===== src/rtl/flash_seq_engine.sv =====
module flash_seq_engine #(
  parameter int NSEQ      = 32,
  parameter int LW        = 16,
  parameter int MAX_DUMMY = 64
) (
  input  logic                          clk,
  input  logic                          rst_n,
  input  logic                          tbl_we,
  input  logic [$clog2(NSEQ)+1:0]       tbl_waddr,
  input  logic [31:0]                   tbl_wdata,
  input  logic                          trig,
  input  logic [$clog2(NSEQ)-1:0]       trig_seq,
  input  logic [31:0]                   trig_addr,
  input  logic [LW-1:0]                 trig_len,
  output logic                          idle,
  output logic                          err,
  input  logic [7:0]                    tx_data,
  input  logic                          tx_valid,
  output logic                          tx_ready,
  output logic [7:0]                    rx_data,
  output logic                          rx_valid,
  output logic                          cs_n,
  output logic                          sck,
  output logic [7:0]                    io_out,
  output logic [7:0]                    io_oe,
  input  logic [7:0]                    io_in
);
  localparam int SW  = $clog2(NSEQ);
  localparam int TAW = SW + 2;

  localparam logic [5:0] OP_END = 6'h00, OP_CMD = 6'h01, OP_ADR = 6'h02,
                         OP_WR  = 6'h08, OP_RD  = 6'h09, OP_DUM = 6'h0C;

  typedef enum logic [2:0] {S_IDLE, S_DEC, S_TXLD, S_SHIFT, S_END} state_t;
  typedef enum logic [2:0] {K_CMD, K_ADR, K_DUM, K_WR, K_RD} kind_t;

  logic [31:0]   tbl [NSEQ*4];
  state_t        state;
  kind_t         kind;
  logic [SW-1:0] seq;
  logic [2:0]    ip;
  logic [31:0]   addr, sh;
  logic [LW-1:0] bytes;
  logic [1:0]    w;
  logic [5:0]    bits;
  logic [7:0]    dcnt, rx_sh;
  logic          ph;

  always_ff @(posedge clk)
    if (tbl_we) tbl[tbl_waddr] <= tbl_wdata;

  logic [31:0] word;
  logic [15:0] ins;
  logic [5:0]  ins_op;
  logic [7:0]  ins_opr;
  logic [5:0]  ad_bits;
  logic [7:0]  dum_cyc;
  assign word    = tbl[TAW'({seq, ip[2:1]})];
  assign ins     = ip[0] ? word[31:16] : word[15:0];
  assign ins_op  = ins[15:10];
  assign ins_opr = ins[7:0];
  assign ad_bits = (ins_opr > 8'd32) ? 6'd32 : ins_opr[5:0];
  assign dum_cyc = (ins_opr > 8'(MAX_DUMMY)) ? 8'(MAX_DUMMY) : ins_opr;

  logic [3:0] lanes;
  logic [7:0] lane_mask, rx_next;
  logic       drive, last_unit;
  assign lanes     = 4'd1 << w;
  assign lane_mask = 8'((9'd1 << lanes) - 9'd1);
  assign rx_next   = 8'(rx_sh << lanes) | (io_in & lane_mask);
  assign last_unit = bits <= {2'b00, lanes};
  assign drive     = (state == S_SHIFT) && (kind == K_CMD || kind == K_ADR || kind == K_WR);

  assign idle     = state == S_IDLE;
  assign tx_ready = state == S_TXLD;
  assign sck      = (state == S_SHIFT) && ph;
  assign io_oe    = drive ? lane_mask : 8'd0;
  assign io_out   = drive ? (sh[31:24] >> (4'd8 - lanes)) : 8'd0;

  always_ff @(posedge clk or negedge rst_n) begin
    if (!rst_n) begin
      state    <= S_IDLE;
      kind     <= K_CMD;
      seq      <= '0;
      ip       <= '0;
      addr     <= '0;
      sh       <= '0;
      bytes    <= '0;
      w        <= '0;
      bits     <= '0;
      dcnt     <= '0;
      rx_sh    <= '0;
      ph       <= 1'b0;
      err      <= 1'b0;
      cs_n     <= 1'b1;
      rx_data  <= '0;
      rx_valid <= 1'b0;
    end else begin
      rx_valid <= 1'b0;
      if (trig && state != S_IDLE) err <= 1'b1;
      case (state)
        S_IDLE: if (trig) begin
          seq   <= trig_seq;
          addr  <= trig_addr;
          bytes <= trig_len;
          ip    <= '0;
          cs_n  <= 1'b0;
          state <= S_DEC;
        end
        S_DEC: begin
          w  <= ins[9:8];
          ph <= 1'b0;
          case (ins_op)
            OP_CMD: begin
              kind  <= K_CMD;
              sh    <= {ins_opr, 24'd0};
              bits  <= 6'd8;
              state <= S_SHIFT;
            end
            OP_ADR:
              if (ad_bits == 6'd0) begin
                if (ip == 3'd7) begin cs_n <= 1'b1; state <= S_END; end
                else ip <= ip + 3'd1;
              end else begin
                kind  <= K_ADR;
                sh    <= addr << (6'd32 - ad_bits);
                bits  <= ad_bits;
                state <= S_SHIFT;
              end
            OP_DUM:
              if (dum_cyc == 8'd0) begin
                if (ip == 3'd7) begin cs_n <= 1'b1; state <= S_END; end
                else ip <= ip + 3'd1;
              end else begin
                kind  <= K_DUM;
                sh    <= '0;
                dcnt  <= dum_cyc;
                state <= S_SHIFT;
              end
            OP_WR:
              if (bytes == '0) begin cs_n <= 1'b1; state <= S_END; end
              else begin kind <= K_WR; state <= S_TXLD; end
            OP_RD:
              if (bytes == '0) begin cs_n <= 1'b1; state <= S_END; end
              else begin
                kind  <= K_RD;
                sh    <= '0;
                bits  <= 6'd8;
                rx_sh <= '0;
                state <= S_SHIFT;
              end
            default: begin cs_n <= 1'b1; state <= S_END; end
          endcase
        end
        S_TXLD: if (tx_valid) begin
          sh    <= {tx_data, 24'd0};
          bits  <= 6'd8;
          ph    <= 1'b0;
          state <= S_SHIFT;
        end
        S_SHIFT: begin
          ph <= ~ph;
          if (ph) begin
            sh    <= sh << lanes;
            rx_sh <= rx_next;
            if (kind == K_DUM) begin
              if (dcnt == 8'd1) begin
                if (ip == 3'd7) begin cs_n <= 1'b1; state <= S_END; end
                else begin ip <= ip + 3'd1; state <= S_DEC; end
              end else dcnt <= dcnt - 8'd1;
            end else if (last_unit) begin
              case (kind)
                K_WR: begin
                  bytes <= bytes - 1'b1;
                  if (bytes == LW'(1)) begin cs_n <= 1'b1; state <= S_END; end
                  else state <= S_TXLD;
                end
                K_RD: begin
                  rx_data  <= rx_next;
                  rx_valid <= 1'b1;
                  rx_sh    <= '0;
                  bytes    <= bytes - 1'b1;
                  bits     <= 6'd8;
                  if (bytes == LW'(1)) begin cs_n <= 1'b1; state <= S_END; end
                end
                default:
                  if (ip == 3'd7) begin cs_n <= 1'b1; state <= S_END; end
                  else begin ip <= ip + 3'd1; state <= S_DEC; end
              endcase
            end else bits <= bits - {2'b00, lanes};
          end
        end
        S_END:   state <= S_IDLE;
        default: state <= S_IDLE;
      endcase
    end
  end

  a_r2_idle_cs_high: assert property (@(posedge clk) disable iff (!rst_n)
    idle |-> cs_n);
  a_r2_accept_selects: assert property (@(posedge clk) disable iff (!rst_n)
    (idle && trig) |=> (!cs_n && !idle));
  a_r3_end_deselects: assert property (@(posedge clk) disable iff (!rst_n)
    (state == S_DEC && ins_op == OP_END) |=> (cs_n && !idle));
  a_r4_oe_low_group: assert property (@(posedge clk) disable iff (!rst_n)
    ((io_oe & (io_oe + 8'd1)) == 8'd0) && ((io_out & ~io_oe) == 8'd0));
  a_r8_pop_only_selected: assert property (@(posedge clk) disable iff (!rst_n)
    tx_ready |-> !cs_n);
  a_r11_err_sticky: assert property (@(posedge clk) disable iff (!rst_n)
    err |=> err);
  a_r11_busy_trig_flags: assert property (@(posedge clk) disable iff (!rst_n)
    (trig && !idle) |=> err);
  a_r12_sck_in_frame: assert property (@(posedge clk) disable iff (!rst_n)
    sck |-> (!cs_n && !$past(sck)));
endmodule


===== config.mk =====
export PLATFORM = sky130hd
export DESIGN_NAME = flash_seq_engine
export DESIGN_NICKNAME = d
export VERILOG_FILES = /design/src/rtl/flash_seq_engine.sv
export SDC_FILE = /design/constraint.sdc
export NUM_CORES = 2
export LEC_CHECK = 0
export BUFFER_PORTS_ARGS = -buffer_cell sky130_fd_sc_hd__buf_2
export CAP_MARGIN = 10
export CORE_MARGIN = 1.5
export CORE_UTILIZATION = 53
export DETAILED_ROUTE_END_ITERATION = 12
export PLACE_DENSITY = 0.69
export SLEW_MARGIN = 20
export SYNTH_ARGS = -nofsm -noshare
export SYNTH_HDL_FRONTEND = slang
export SYNTH_SLANG_ARGS = --single-unit

===== constraint.sdc =====
create_clock -name clk -period 10.86 [get_ports clk]
set_input_delay 1.086 -clock clk [delete_from_list [all_inputs] [get_ports clk]]
set_output_delay 1.086 -clock clk [all_outputs]
set_load 0.01 [all_outputs]

---- Yosys cells after proc, flatten, opt, wreduce, memory -nomap -nowiden ----
Memories as Yosys holds them, arrays and structs flattened.
Index checks and enable logic that the tools add are counted.
Widths: inputs -> output; s select.
storage, ports and cells
  flip-flop bits (word level) ............. 130
  RAM bits ................................ 4,096
  input port bits ......................... 113
  memories ................................ 1
memories
  memory  words  bits a word  rd ports  clocked after Yosys merged registers in  wr ports  line  source
  tbl     128    32           1         0                                        1         37    logic [31:0] tbl [NSEQ*4];
cells by class
  add/subtract/negate cells ............... 7
  order comparisons ....................... 3
  eq/ne operators ......................... 47
  shifts and indexed selects .............. 6
  muxes and demuxes ....................... 95
  bitwise gates (word level) .............. 4
  reductions and logical operators ........ 30
operators by type and width
  kind                   count
  $mux 32                5
  $pmux 32 s4            1
  $mux 8                 14
  $mux 16                6
  $pmux 32 s3            1
  $mux 3                 27
  $mux 6                 8
  $pmux 6 s3             2
  $pmux 16 s2            1
  $pmux 8 s2             2
  $shl 32x4->32          1
  $shl 32x6->32          1
  $ne 2x2->1 const B     15
  $pmux 3 s5             2
  $reduce_and 6->1       4
  $mux 1                 19
  $eq 6x4->1 const B     3
  $ne 3x3->1 const B     6
  $eq 16x1->1 const B    1
  $logic_not 16->1       1
  $sub 16x1->16 const B  1
  $sub 8x1->8 const B    2
  $eq 3x2->1 const B     4
  $ne 3x2->1 const B     4
  other kinds (45)       61

---- Depth between registers and ports, before layout ----
  depth after elaboration ................. 10
  gate-level depth with buffers ........... 27

---- Worst setup path before layout ----
No wires, ideal clock.
  path type ............................... flip-flop to flip-flop
  from .................................... register ip[1]
  to ...................................... register sh[27]
  library setup time ...................... 0.134 ns
  arrival ................................. 5.142 ns
  data required time ...................... 10.726 ns
  path slack .............................. 5.585 ns
  stages on the path, launching flop included .. 23
  buffers on the path ..................... 7
  clock period less this slack ............ 5.275 ns
  cell sequence ........................... dfrtp_1 -> buf_6 -> buf_12 -> buf_6 -> buf_4 -> mux4_2 -> mux2i_1 -> o211ai_1 -> or4_1 -> nand3_1 -> nand3_1 -> o21ai_0 -> nor2b_1 -> nand2_1 -> ha_1 -> clkbuf_1 -> clkbuf_8 -> dlygate4sd1_1 -> mux4_2 -> mux2i_1 -> nor3_1 -> a2111oi_0 -> o21ai_1
between the ends
  longest elaborated chain between the ends .. 9
RTL lines
  item                    line  source
  from (decl)             41    logic [2:0] ip;
  from (signal assigned)  123   else ip <= ip + 3'd1;
  from (signal assigned)  133   else ip <= ip + 3'd1;
  $mem_v2 128x32 *        n/a
  $mux 16 *               59    assign ins = ip[0] ? word[31:16] : word[15:0];
  $gt 8x6->1              62    assign ad_bits = (ins_opr > 8'd32) ? 6'd32 : ins_opr[5:0];
  $mux 6                  62
  $sub 6x6->6             126   sh <= addr << (6'd32 - ad_bits);
  $shl 32x6->32           126
  $mux 32                 121   if (ad_bits == 6'd0) begin
  $pmux 32 s4             113   case (ins_op)
  $pmux 32 s3             101   case (state)
  to (signal assigned)    116   sh <= {ins_opr, 24'd0};
  to (signal assigned)    126
  to (signal assigned)    156   sh <= {tx_data, 24'd0};
  to (decl)               42    logic [31:0] addr, sh;
Every way passes the cells marked *; elsewhere a longest branch is shown, timed or not. The select of a mux whose other input is x is not followed.
A chain may end at the register's enable or synchronous reset.

---- Worst setup path in the final report ----
  from .................................... register ip[2]
  to ...................................... register sh[19]
Same word-level chain as after synthesis.

==> impl_metrics.json <==
{
  "wl_um": 498300,
  "yosysWarnings": 0,
  "fin_nets": 8771,
  "port_buffers": 142,
  "die_area_sq_mm": 0.3164,
  "fin_util": 0.5978,
  "firstDrtPassIters": 6,
  "rows": 205,
  "post_drt_wl_per_cell_um": 37.83,
  "drv_cap": 0,
  "cp_slowest_cell": "dfrtp_4",
  "drtAntennaViolNets": 0,
  "io_pins": 143,
  "hpwlAfterDp_um": 291100,
  "antenna_found_initial": 44,
  "drt_iter0_drc": 14270,
  "crit_path_start_kind": "register",
  "grt_max_degree": 119,
  "postCtsResizedCells": 0,
  "clk-insertion-delay-late_ns": 1.00,
  "cts_setup_buffers": 0,
  "cts-root-buf": "clkbuf_16",
  "yosysTopAreaCellShare": 0.7413,
  "synth_edf_count": 4096,
  "syn_nets": 8339,
  "synthDistinctLibCells": 103,
  "clock_sinks": 4225,
  "crit_path_end_kind": "register",
  "crit_top_cell": "buf_4",
  "cts_hold_buffers": 0,
  "synth_seq_cells": 4225,
  "power.density_mw_per_mm2": 251.9,
  "drive_gt1_frac": 0.2522,
  "die_h_um": 562.5,
  "grt_pass1_wl_um": 687400,
  "power_mw": 46.94,
  "critPathBufInv": 5,
  "routed_via_density": 6.835,
  "drv_slew": 0,
  "initial_core_util": 0.5324,
  "rsz0062_at_grt": "false",
  "max_stage_delay_ns": 0.85,
  "async_flop_share": 0.03053,
  "synth_cells": 8211,
  "vdd_ir_drop_max_mv": 0.2481,
  "hold_viol": 0,
  "cp_cell_sequence": "buf_4 > buf_4 > mux4_2 > nand2_1 > a311oi_1 > o311ai_0 > a22oi_2 > buf_6 > nand3_2 > nor4_4 > buf_4 > inv_6 > ha_2 > nor3b_1 > nand4_1 > nand4_1 > nand2_1 > or3_1 > o21ai_0 > o31a_1",
  "cts_buffer_depth": 4,
  "place.gp.congestion": 0.9349,
  "syn_area_sq_mm": 0.1659,
  "cts_tree": "built",
  "vias": 90036,
  "worst-setup-path-type": "reg2reg",
  "hp-class": "in2async",
  "num-fill-cells": 21828,
  "run_status": "complete, no violations",
  "overflow": 0,
  "ys.flop_type": "edfxtp_1",
  "final_common_cell": "edfxtp_1",
  "cts.clk_slew.worst_paths_ns": 0.06,
  "crit_fanout": 50,
  "avgSynthCellArea_sq_um": 20.21,
  "track_usage": 0.3130,
  "max_slew_margin": 0.07493,
  "worstPathArrival_ns": 9.71,
  "final_cell_mix": "edfxtp_1 (4096), mux4_2 (907), clkbuf_16 (421)",
  "final_cells": 13172,
  "grt_pass1_vias": 88009,
  "tns_ns": 0,
  "cts_buffers": 417,
  "fin_skew_ns": 0.07027,
  "htree_levels": 5,
  "worst_pin_slew_ns": 1.353,
  "pre_cts_ws_ns": 2.319,
  "path_delay_family": "simple AND/OR/NAND/NOR gates",
  "dp.cells": 12363,
  "ys_seq_area_frac": 0.7607,
  "period_needed_ns": 8.838,
  "setup_slack_ns": 2.022,
  "syn_to_final_growth_pct": 12.28,
  "timing.final.crit_share": 0.8138,
  "synth.area.top_cells": "edfxtp_1 (74%), mux4_2 (12%), dfrtp_1 (1.9%)",
  "fmax_mhz": 113.2,
  "synth_top_area_cell": "edfxtp_1",
  "setup_viol": 0,
  "coreArea_sq_mm": 0.3116,
  "required_ns": 11.74,
  "die_x_um": 562.5,
  "drc": 0,
  "cellLeakagePower_nw": 57.59
}
## worst register-to-register path, stage by stage (launching register included)
cell,delay (ns)
dfrtp_4,0.85
buf_4,0.78
buf_4,0.71
mux4_2,0.34
nand2_1,0.05
a311oi_1,0.74
o311ai_0,0.50
a22oi_2,0.32
buf_6,0.24
nand3_2,0.60
nor4_4,0.40
buf_4,0.52
inv_6,0.09
ha_2,0.27
nor3b_1,0.26
nand4_1,0.19
nand4_1,0.38
nand2_1,0.42
or3_1,0.68
o21ai_0,0.29
o31a_1,0.14
## final timing paths
kind                                              from                      to  slack (ns)  cells after the start
worst max-delay path                 ip[2]$_DFFE_PN0P_      sh[19]$_DFFE_PN0P_        2.02                     20
worst min register to register  rx_data[0]$_DFFE_PN0P_  rx_data[0]$_DFFE_PN0P_        0.48                      2
worst min-delay path                             rst_n   bytes[14]$_DFFE_PN0P_        0.17                      1
max in group asynchronous                        rst_n    addr[29]$_DFFE_PN0P_        9.16                      2
worst max register to register       ip[2]$_DFFE_PN0P_      sh[19]$_DFFE_PN0P_        2.02                     20
min in group clk                          trig_addr[6]     addr[6]$_DFFE_PN0P_        0.34                      3
## where the power goes
group,internal [mW],total (mW),switching (mW),leakage (nW)
clock,7.81,14.0,6.18,6.42
sequential,18.1,18.7,0.559,38.4
combinational,5.22,14.3,9.03,12.8
## synth_stat cells (14+ instances only)
cell      count
nand3_1     107
o31ai_1      31
mux4_2      907
and3_1       16
o22ai_1     117
ha_1         14
buf_1        32
a31oi_1      27
o21ai_0     128
a22oi_1     118
nor3_1      180
clkbuf_1    176
a311oi_1     17
buf_6        55
edfxtp_1   4096
mux4_1       17
buf_4        66
nand2b_1     25
nor2b_1      41
and2_1       16
buf_2       107
nand2_1     370
mux2i_1     234
inv_1        31
a221oi_1     20
a211oi_1     60
nand4_1      36
nor2_1      401
mux2_2       93
o311ai_0     19
a32oi_1      14
o211ai_1     21
or3_1        27
a21oi_1     148
nor4_1       46
dfrtp_1     128
## flip-flops by register name (all words and copies together), names as in the netlist, 5 cells and up
signal and flops:
addr 32, seq 5, rx_sh 7, dcnt 8, bytes 16, sh 32
tbl 4096, bits 6, rx_data 8
## logic make-up (layout without fill, tap and decap cells)
group | count (synthesis) | after routing | share of synthesized area
simple gates | 1338 | 1338 | 0.03761
other cells | 0 | 47 | 0
compound gates | 885 | 885 | 0.03666
mux | 1252 | 1252 | 0.1463
xor+xnor | 5 | 5 | 0.0002640
fa+ha+maj | 15 | 15 | 0.001176
flops | 4225 | 4225 | 0.7607
buf+inv | 491 | 1265 | 0.01725
## stage by stage
stage | cell area [sq um] | hold slack [ns]
finish | 186300 | 0.1650
floorplan | 165900 | 0.4409
CTS | 186100 | 0.1443
global placement | 172900 | 0.4529
global route | 186200 | 0.1995
detailed placement | 173000 | 0.4629
## metal layers
metal,global-route usage,wire length [um],vias to the layer above
met5,0,89,-
met4,0.1711,32000,14
met1,0.4103,173600,47009
li1,-,-,35135
met2,0.4889,232800,6592
met3,0.07399,59850,1286
## cell type report
| class | instances | area, sq um | share of cell area |
|---|---|---|---|
| well taps | 4140 | 5180 | 0.02781 |
| repair buffers | 466 | 3383 | 0.01816 |
| diodes | 47 | 117.6 | 0.0006313 |
| clock inverters | 238 | 2183 | 0.01172 |
| flip-flops and latches | 4225 | 126300 | 0.6777 |
| inverters | 38 | 155.1 | 0.0008328 |
| clock buffers | 523 | 10980 | 0.05893 |
| multi-input cells | 3495 | 38050 | 0.2042 |
Power figures use the tool's default switching activity.
